File: config.mk
export PLATFORM = sky130hd
export DESIGN_NAME = smb_cfg_slave
export DESIGN_NICKNAME = d
export VERILOG_FILES = /design/src/rtl/smb_cfg_pkg.sv /design/src/rtl/smb_line_mon.sv /design/src/rtl/smb_low_timer.sv /design/src/rtl/smb_reg_bank.sv /design/src/rtl/smb_cfg_slave.sv
export SDC_FILE = /design/constraint.sdc
export NUM_CORES = 1
export LEC_CHECK = 0
export ABC_AREA = 1
export BUFFER_PORTS_ARGS = -buffer_cell sky130_fd_sc_hd__buf_4
export CORE_MARGIN = 3
export CORE_UTILIZATION = 55
export CTS_BUF_LIST = sky130_fd_sc_hd__clkbuf_4 sky130_fd_sc_hd__clkbuf_8
export CTS_CLUSTER_DIAMETER = 50
export DETAILED_ROUTE_END_ITERATION = 16
export PLACE_DENSITY = 0.79
export SLEW_MARGIN = 10
export SYNTH_ARGS = -nofsm -noshare
export SYNTH_HDL_FRONTEND = slang
export SYNTH_HIERARCHICAL = 1
export SYNTH_SLANG_ARGS = --single-unit
File: constraint.sdc
create_clock -name clk -period 3 [get_ports clk]
set_input_delay 0.15 -clock clk [delete_from_list [all_inputs] [get_ports clk]]
set_output_delay 0.15 -clock clk [all_outputs]
set_load 0.05 [all_outputs]
File: src/rtl/smb_cfg_pkg.sv
package smb_cfg_pkg;

    localparam int DATA_W   = 8;
    localparam int REG_CNT  = 12;
    localparam int PTR_W    = 8;
    localparam int BITCNT_W = 4;

    typedef enum logic [2:0] {
        ST_IDLE,
        ST_ADDR,
        ST_PTR,
        ST_WDAT,
        ST_ACK,
        ST_TX,
        ST_MACK,
        ST_IGNORE
    } slv_state_e;

    typedef struct packed {
        logic start;
        logic stop;
        logic rise;
        logic fall;
        logic sda;
    } line_ev_t;

    function automatic logic is_rx_state(slv_state_e s);
        return (s == ST_ADDR) || (s == ST_PTR) || (s == ST_WDAT);
    endfunction

endpackage

File: src/rtl/smb_line_mon.sv
module smb_line_mon
    import smb_cfg_pkg::*;
(
    input  logic     clk,
    input  logic     rst,
    input  logic     scl_i,
    input  logic     sda_i,
    output line_ev_t ev
);
    logic scl_q, sda_q;

    always_ff @(posedge clk) begin
        if (rst) begin
            scl_q <= 1'b1;
            sda_q <= 1'b1;
        end else begin
            scl_q <= scl_i;
            sda_q <= sda_i;
        end
    end

    always_comb begin
        ev.start = scl_i & scl_q & sda_q & ~sda_i;
        ev.stop  = scl_i & scl_q & ~sda_q & sda_i;
        ev.rise  = scl_i & ~scl_q;
        ev.fall  = ~scl_i & scl_q;
        ev.sda   = sda_i;
    end
endmodule

File: src/rtl/smb_low_timer.sv
module smb_low_timer #(
    parameter int LIMIT = 3_000_000,
    localparam int CW   = $clog2(LIMIT + 1)
) (
    input  logic clk,
    input  logic rst,
    input  logic scl_i,
    output logic tmo
);
    logic [CW-1:0] cnt;

    always_ff @(posedge clk) begin
        if (rst || scl_i) begin
            cnt <= '0;
        end else if (cnt != CW'(LIMIT)) begin
            cnt <= cnt + 1'b1;
        end
    end

    assign tmo = ~scl_i && (cnt == CW'(LIMIT - 1));
endmodule

File: src/rtl/smb_reg_bank.sv
module smb_reg_bank #(
    parameter int NREG = smb_cfg_pkg::REG_CNT,
    parameter int DW   = smb_cfg_pkg::DATA_W,
    parameter int AW   = smb_cfg_pkg::PTR_W
) (
    input  logic               clk,
    input  logic               rst,
    input  logic               wr_en,
    input  logic [AW-1:0]      wr_addr,
    input  logic [DW-1:0]      wr_data,
    input  logic [AW-1:0]      rd_addr,
    output logic [DW-1:0]      rd_data,
    output logic [NREG*DW-1:0] flat
);
    localparam logic [AW-1:0] TOP = AW'(NREG);

    logic [DW-1:0] mem [NREG];

    for (genvar i = 0; i < NREG; i++) begin : g_reg
        always_ff @(posedge clk) begin
            if (rst) begin
                mem[i] <= '0;
            end else if (wr_en && wr_addr == AW'(i)) begin
                mem[i] <= wr_data;
            end
        end
        assign flat[i*DW +: DW] = mem[i];
    end

    always_comb begin
        rd_data = '0;
        for (int i = 0; i < NREG; i++) begin
            if (rd_addr == AW'(i)) rd_data = mem[i];
        end
    end

    // the controller must never strobe a write outside the bank
    a_r7_write_in_range: assert property (@(posedge clk) disable iff (rst)
        wr_en |-> (wr_addr < TOP));

    // without a strobe the contents hold
    a_r6_hold_without_strobe: assert property (@(posedge clk) disable iff (rst)
        !wr_en |=> $stable(flat));
endmodule

File: src/rtl/smb_cfg_slave.sv
module smb_cfg_slave
    import smb_cfg_pkg::*;
#(
    parameter logic [6:0] DEV_ADDR = 7'h2C,
    parameter int TMO_CYC          = 3_000_000,
    parameter int NREG             = REG_CNT,
    parameter int DW               = DATA_W,
    localparam int RW              = NREG * DW
) (
    input  logic          clk,
    input  logic          rst,
    input  logic          scl_i,
    input  logic          sda_i,
    output logic          sda_pull_o,
    output logic [RW-1:0] regs_o
);
    localparam logic [PTR_W-1:0]    TOP  = PTR_W'(NREG);
    localparam logic [BITCNT_W-1:0] FULL = BITCNT_W'(DW);

    line_ev_t            ev;
    logic                tmo;
    slv_state_e          st, ret;
    logic [DW-1:0]       sh, tx;
    logic [BITCNT_W-1:0] cnt;
    logic [PTR_W-1:0]    ptr, rd_addr;
    logic [DW-1:0]       rd_data;
    logic                mack, wr_en;

    smb_line_mon u_line (
        .clk   (clk),
        .rst   (rst),
        .scl_i (scl_i),
        .sda_i (sda_i),
        .ev    (ev)
    );

    smb_low_timer #(.LIMIT(TMO_CYC)) u_tmo (
        .clk   (clk),
        .rst   (rst),
        .scl_i (scl_i),
        .tmo   (tmo)
    );

    assign wr_en   = (st == ST_WDAT) && ev.fall && (cnt == FULL) && (ptr < TOP)
                     && !tmo && !ev.start && !ev.stop;
    assign rd_addr = (st == ST_MACK) ? ptr + 1'b1 : ptr;

    smb_reg_bank #(.NREG(NREG), .DW(DW), .AW(PTR_W)) u_bank (
        .clk     (clk),
        .rst     (rst),
        .wr_en   (wr_en),
        .wr_addr (ptr),
        .wr_data (sh),
        .rd_addr (rd_addr),
        .rd_data (rd_data),
        .flat    (regs_o)
    );

    always_ff @(posedge clk) begin
        if (rst) begin
            st         <= ST_IDLE;
            ret        <= ST_IDLE;
            sh         <= '0;
            tx         <= '0;
            cnt        <= '0;
            ptr        <= '0;
            mack       <= 1'b0;
            sda_pull_o <= 1'b0;
        end else if (tmo) begin
            st         <= ST_IDLE;
            sda_pull_o <= 1'b0;
        end else if (ev.start) begin
            st         <= ST_ADDR;
            cnt        <= '0;
            sda_pull_o <= 1'b0;
        end else if (ev.stop) begin
            st         <= ST_IDLE;
            sda_pull_o <= 1'b0;
        end else begin
            unique case (st)
                ST_ADDR, ST_PTR, ST_WDAT: begin
                    if (ev.rise) begin
                        sh  <= {sh[DW-2:0], ev.sda};
                        cnt <= cnt + 1'b1;
                    end else if (ev.fall && cnt == FULL) begin
                        cnt <= '0;
                        if (st == ST_ADDR) begin
                            if (sh[DW-1:1] == DEV_ADDR) begin
                                sda_pull_o <= 1'b1;
                                st         <= ST_ACK;
                                ret        <= sh[0] ? ST_TX : ST_PTR;
                            end else begin
                                st <= ST_IGNORE;
                            end
                        end else if (st == ST_PTR) begin
                            ptr        <= sh;
                            sda_pull_o <= 1'b1;
                            st         <= ST_ACK;
                            ret        <= ST_WDAT;
                        end else begin
                            ptr        <= ptr + 1'b1;
                            sda_pull_o <= (ptr < TOP);
                            st         <= ST_ACK;
                            ret        <= ST_WDAT;
                        end
                    end
                end
                ST_ACK: begin
                    if (ev.fall) begin
                        st  <= ret;
                        cnt <= '0;
                        if (ret == ST_TX) begin
                            tx         <= rd_data;
                            sda_pull_o <= ~rd_data[DW-1];
                        end else begin
                            sda_pull_o <= 1'b0;
                        end
                    end
                end
                ST_TX: begin
                    if (ev.rise) begin
                        cnt <= cnt + 1'b1;
                    end else if (ev.fall) begin
                        if (cnt == FULL) begin
                            sda_pull_o <= 1'b0;
                            st         <= ST_MACK;
                            cnt        <= '0;
                        end else begin
                            tx         <= {tx[DW-2:0], 1'b0};
                            sda_pull_o <= ~tx[DW-2];
                        end
                    end
                end
                ST_MACK: begin
                    if (ev.rise) begin
                        mack <= ~ev.sda;
                    end else if (ev.fall) begin
                        ptr <= ptr + 1'b1;
                        if (mack) begin
                            tx         <= rd_data;
                            sda_pull_o <= ~rd_data[DW-1];
                            st         <= ST_TX;
                            cnt        <= '0;
                        end else begin
                            st <= ST_IDLE;
                        end
                    end
                end
                default: ;
            endcase
        end
    end

    // a watchdog expiry leaves the bus released and the port idle
    a_r8_timeout_releases: assert property (@(posedge clk) disable iff (rst)
        tmo |=> (!sda_pull_o && st == ST_IDLE));

    // a non-addressed port stays off the bus
    a_r6_ignore_silent: assert property (@(posedge clk) disable iff (rst)
        (st == ST_IGNORE) |-> !sda_pull_o);

    // idle never drives
    a_r2_idle_silent: assert property (@(posedge clk) disable iff (rst)
        (st == ST_IDLE) |-> !sda_pull_o);

    // a detected stop always lands in idle
    a_r10_stop_to_idle: assert property (@(posedge clk) disable iff (rst)
        (ev.stop && !tmo) |=> (st == ST_IDLE));

    // bit counter never passes a full byte while shifting
    a_r3_count_bounded: assert property (@(posedge clk) disable iff (rst)
        is_rx_state(st) |-> (cnt <= FULL));
endmodule

* After elaboration in Yosys (flattened, before gate mapping)
Memory sizes are Yosys's and may differ from the RTL's. Cells that the tools add are included.
Word-level totals: memories kept 1, output and inout bits 97, RAM bits 96, register bits 59, logic and storage cells 274
Memories:
- u_bank.mem | depth 12, bits a word 8, rd ports 12, clocked after memory_dff 0, wr ports 12, RTL line smb_reg_bank.sv:17 | logic [DW-1:0] mem [NREG];
Operators by class: equality and inequality tests 63, reductions and logical operators 43, order comparisons 1, bitwise operators 29, $add $sub $neg 3, mux-type cells 122
Operator list (number):
- two-way mux 8 bit | 31
- == test 8 x 3 -> 1 bit, second input constant | 8
- == test 8 x 4 -> 1 bit, second input constant | 8
- two-way mux 7 bit | 8
- two-way mux 1 bit | 53
- two-way mux 4 bit | 11
- inequality test 4 bit, second input constant | 11
- two-way mux 3 bit | 13
- == test 8 x 2 -> 1 bit, second input constant | 4
- AND reduction 9 bit | 3
- inequality test 2 bit, second input constant | 12
- adder 22 x 1 -> 22 bit, second input constant | 1
- == test 22 bit, second input constant | 1
- inequality test 22 bit, second input constant | 1
- case mux 7 bit (3 select lines) | 1
- logical AND 1 bit | 20
- AND reduction 10 bit | 2
- == test 8 x 1 -> 1 bit, second input constant | 2
- logical NOT 8 bit | 2
- case mux 4 bit (4 select lines) | 1
- case mux 8 bit (2 select lines) | 1
- inequality test 3 bit, second input constant | 5
- == test 3 bit, second input constant | 4
- OR 1 bit | 12
- other kinds (26) | 46

* Depth between registers and ports, before layout
depth in word-level cells 20, mapped depth 23, mapped depth without buffers 22

* Cells and area by module
The synthesis kept the hierarchy.
By module, submodules not included:
- smb_reg_bank | area each 4555.6 µm², instances 1, seq. area each 2882.8 µm², cells each 469
- smb_cfg_slave | area each 2164.6 µm², instances 1, seq. area each 700.7 µm², cells each 346
- smb_low_timer | area each 1277.5 µm², instances 1, seq. area each 440.4 µm², cells each 202
- smb_line_mon | area each 100.1 µm², instances 1, seq. area each 40.0 µm², cells each 17

* Worst setup path after synthesis
No wires, ideal clock.
path kind register -> register, start point reg ptr[2], end point reg tx[2], path slack 0.093 ns, buffers on the path 0, period minus slack after synthesis 2.907 ns, data required time 2.887 ns, arrival 2.795 ns, cell stages (with the launch flop) 22, path through dfxtp_1 nand3_1 nor3_1 nand3_1 nand2_1 nand2_1 nand2_1 o21ai_0 nor2_1 nand2_1 nor2_1 inv_1 nor2_1 nand2_1 nand2_1 nand4_1 nor2_1 nand3_1 nand2_1 o21ai_0 nor2_1 nor2_1
Between the ends: word-level cells in the longest chain between the ends 19, elaborated cells on any way between the ends 32
RTL lines:
- start, declared | RTL line smb_cfg_slave.sv:25 | logic [PTR_W-1:0] ptr, rd_addr;
- start signal, assigned | RTL line smb_cfg_slave.sv:96 | ptr <= sh;
- start signal, assigned | RTL line smb_cfg_slave.sv:101 | ptr <= ptr + 1'b1;
- start signal, assigned | RTL line smb_cfg_slave.sv:138 | ptr <= ptr + 1'b1;
- adder 8 x 1 -> 8 bit * | RTL line smb_cfg_slave.sv:46 | assign rd_addr = (st == ST_MACK) ? ptr + 1'b1 : ptr;
- two-way mux 8 bit * | RTL line smb_cfg_slave.sv:46
- via rd_addr[7] | RTL line smb_cfg_slave.sv:25
- logical NOT 8 bit | RTL line smb_reg_bank.sv:33 | if (rd_addr == AW'(i)) rd_data = mem[i];
- two-way mux 8 bit (11 in series) | RTL line smb_reg_bank.sv:33
- two-way mux 8 bit * | RTL line smb_reg_bank.sv:33
- via rd_data[2] | RTL line smb_cfg_slave.sv:26 | logic [DW-1:0] rd_data;
- two-way mux 7 bit | RTL line smb_cfg_slave.sv:139 | if (mack) begin
- two-way mux 7 bit | RTL line smb_cfg_slave.sv:137 | end else if (ev.fall) begin
- two-way mux 7 bit | RTL line smb_cfg_slave.sv:135 | if (ev.rise) begin
- case mux 7 bit (3 select lines) * | RTL line smb_cfg_slave.sv:80 | unique case (st)
- end signal, assigned | RTL line smb_cfg_slave.sv:113 | tx <= rd_data;
- end signal, assigned | RTL line smb_cfg_slave.sv:129 | tx <= {tx[DW-2:0], 1'b0};
- end signal, assigned | RTL line smb_cfg_slave.sv:140 | tx <= rd_data;
- end, declared | RTL line smb_cfg_slave.sv:23 | logic [DW-1:0] sh, tx;
The timed path passes the listed nets; every way through them passes the cells marked *. The select of a mux whose other input is x is not followed. A chain may end at the register's enable or synchronous reset.

* Final worst setup path
start point reg ptr[0], end point reg sda_pull_o
Between the ends: word-level cells in the longest chain between the ends 20, elaborated cells on any way between the ends 38
RTL lines:
- adder 8 x 1 -> 8 bit * | RTL line smb_cfg_slave.sv:46
- two-way mux 8 bit * | RTL line smb_cfg_slave.sv:46
- via rd_addr[6] | RTL line smb_cfg_slave.sv:25
- logical NOT 8 bit | RTL line smb_reg_bank.sv:33
- two-way mux 8 bit (11 in series) | RTL line smb_reg_bank.sv:33
- two-way mux 8 bit * | RTL line smb_reg_bank.sv:33
- via rd_data[7] | RTL line smb_cfg_slave.sv:26
- NOT 1 bit * | RTL line smb_cfg_slave.sv:114, smb_cfg_slave.sv:141
- two-way mux 1 bit | RTL line smb_cfg_slave.sv:139
- two-way mux 1 bit | RTL line smb_cfg_slave.sv:137
- two-way mux 1 bit | RTL line smb_cfg_slave.sv:135
- case mux 1 bit (4 select lines) * | RTL line smb_cfg_slave.sv:80
- end signal, assigned | RTL line smb_cfg_slave.sv:102 | sda_pull_o <= (ptr < TOP);
- end signal, assigned | RTL line smb_cfg_slave.sv:130 | sda_pull_o <= ~tx[DW-2];
- end signal, assigned | RTL line smb_cfg_slave.sv:141 | sda_pull_o <= ~rd_data[DW-1];
- end, declared | RTL line smb_cfg_slave.sv:14 | output logic sda_pull_o,
Marked as above.

==> out/qor.txt <==
CP dominant cell by count: nor2_1
Syn avg cell area: 7.83 sq um
FF-to-FF Start: ptr[0]$_SDFFE_PP0P_
Commonest cells post-synth: nand2_1, nor2_1, inv_1
Max_cap viols: 0
CTS root buf: clkbuf_8
Post-Route WL: 21.8 mm
CTS Buffer Depth: 2
RSZ-0062 raised after global routing: true
Peak Freq: 0.352 GHz
Max-slew headroom: 0.466
DP HPWL: 16.0 mm
1st-iter DRT viols: 881
Buffers and inverters on the worst path: 3
CP required: 3.40 ns
Vias in the first global route: 6680
Top delay family on crit path: simple AND/OR/NAND/NOR gates
Yosys top cell by area: edfxtp_1
CTS buffer count: 17
Clock Latency Late Sink: 0.46 ns
Tot Pwr: 6.16 mW
WP depth: 20
Setup-failing EPs final: 0
Syn-to-layout area delta: 19.8%
Cell variety after synth: 41
Via density: 5.51
Post-synthesis cell count: 1034
Worst ir drop on vdd: 0.000307 V
Count leader, synth: nand2_1
Setup crit end kind: register
Crit Path Max Fanout: 14
CP peak stage delay: 0.39 ns
CTS sink cnt: 155
Port Buffers: 100
CP Launch Type: register
Number of hold violations in the final report: 0
Yosys reg bits: 155
Synth warn: 6
CTS tree: done
Post-synth EDFFs: 96
GRT Total Usage: 0.268
WHS Path Cells: 3
Area occupied by multi-input gates: 3600 sq um
Register area: 4070 sq um
Power per cell area: 634 nW/um^2
Die Footprint: 16200 sq um
CP arrival: 3.24 ns
Layout cells sized above 1: 0.195
Layout Nets: 1169
Routed length per instance: 16.1 um
CTS HTree Levels: 4
Worst slew pin tran: 0.798 ns
Total I/O pin count: 101
HP Start: sda_i
Overflow left after global routing: 0
Core area: 14100 sq um
Reg2reg path depth: 20
Crit. Startpoint: ptr[0]$_SDFFE_PP0P_
Largest net degree at the start of global routing: 29
Leakage power: 3.83 nW
Number of cell rows: 43
Crit path kind: reg2reg
Min cycle time layout: 2.84 ns
CP Cell Sequence: ha_4 -> nand2_2 -> nor3_4 -> xnor2_2 -> o21ai_1 -> nor2_1 -> nand2_2 -> clkinvlp_4 -> buf_6 -> nand3_1 -> nand4_1 -> nor2_1 -> nand4_1 -> nor2_1 -> nand4_1 -> o21ai_0 -> inv_1 -> nand2_1 -> nor2_1 -> nor2_1
CP max-delay cell: dfxtp_4
Initial antenna violation count: 0
Vias: 7455
Top_reg_cell synth: edfxtp_1
Proportion of synthesized chip area in sequential cells: 0.502
Die width: 127 um
Status: complete, no violations
Final Max Slew Viols: 0
Fill cell count: 1195
First-pass GRT wire length: 34.3 mm
Clock transition at the registers of the reported paths: 0.09 ns
Detailed Routing Iterations Pass 1: 6
Post-DRT Antenna Nets: 0
Async SR Flop Fraction: 0
Fin util: 0.686
Initial core utilization: 0.572
Post-synth top area share: 0.356
Final period util: 0.947
DRC Markers: 0
Antenna cells: 0
Cell Area, Synth: 8100 sq um
Die height: 127 um
Top cells by area, synth: edfxtp_1, dfxtp_1, nand2_1
Skew final: 0.00928 ns
Hold WC Path Type: in2reg
Gpl congestion: 1.02
Syn Nets: 1043
==> path summary, 6_finish.rpt <==
| path | end | slack, ns |
|---|---|---|
| setup / recovery | sda_pull_o$_SDFFE_PP0P_ | 0.16 |
| hold / removal | mack$_SDFFE_PP0P_ | 0.44 |
| setup reg to reg | sda_pull_o$_SDFFE_PP0P_ | 0.16 |
| hold reg to reg | u_tmo/cnt[19]$_SDFFE_PP0P_ | 0.49 |
==> power breakdown <==
group / internal (mW) / switching, mW / total (mW)
Sequential: 2.40 / 0.125 / 2.52
Combinational: 0.615 / 1.42 / 2.04
Clock: 0.757 / 0.839 / 1.60
Total: 3.77 / 2.39 / 6.16
==> flip-flops by register name, summed over array words and instances, names as in the netlist <==
name,cells
u_tmo/cnt,22
cnt,4
sh,8
tx,7
u_line/sda_q,1
st,3
ret,3
u_bank/mem,96
ptr,8
u_line/scl_q,1
mack,1
sda_pull_o,1
==> stage by stage <==
step / setup slack, ns / instances / hold slack [ns] / instance area [sq um] / TNS (ns)
after CTS: 0.0569 / 1352 / 0.424 / 9580 / 0
after global routing: -0.0412 / 1353 / 0.452 / 9700 / -0.0639
after floorplan: 0.0926 / 1034 / 0.217 / 8100 / 0
final: 0.159 / 1353 / 0.442 / 9700 / 0
after global placement: 0.138 / 1317 / 0.365 / 9160 / 0
after detailed placement: 0.0626 / 1317 / 0.373 / 9160 / 0
==> worst min-delay path, cell delays in order <==
cell and delay (ns):
dlygate4sd3_1 0.53, buf_4 0.13, a21oi_1 0.06
==> layout by cell type (no fill, tap or decap), drive strengths merged, types with 3 or more instances in the layout <==
master	instances
dlygate4sd3	3
o21ai	54
nand4	25
nor2	243
buf	126
edfxtp	96
o211ai	6
nand2	262
clkbuf	17
xor2	6
a21oi	41
clkinv	5
dfxtp	59
ha	5
clkinvlp	3
or2	3
nor3	15
nand3	72
inv	117
==> final cells by class <==
class / count / share of cell area
clock buffers: 17 / 0.0241
multi-input cells: 745 / 0.371
well taps: 180 / 0.0232
clock inverters: 15 / 0.0169
inverters: 112 / 0.0440
flip-flops and latches: 155 / 0.420
repair buffers: 129 / 0.101
==> layer usage <==
layer  share of wire  up-vias  GRT usage  wire (um)
met1            0.43     3448      0.382       9400
met3           0.095       34     0.0581       2070
li1                -     3614          -          -
met2            0.46      359      0.417      10000
met5               0        -          0          0
met4           0.016        0     0.0776        359
==> what timing repair did <==
item,in CTS,in global routing
setup endpoints to repair,0,56
resized for setup,0,33
hold buffers,3,0
endpoints found under the hold margin,7,0
buffers inserted,0,1
==> logic make-up after synthesis <==
| group | count (synthesis) | synth area share |
|---|---|---|
| XOR/XNOR | 8 | 0.00865 |
| flip-flops | 155 | 0.502 |
| AND/OR/NAND/NOR | 628 | 0.347 |
| buffers and inverters | 134 | 0.0652 |
| adder cells (fa/ha/maj) | 5 | 0.00773 |
| AO/OA/AOI/OAI | 104 | 0.0697 |
No activity file was read; power rests on OpenSTA's default activity.
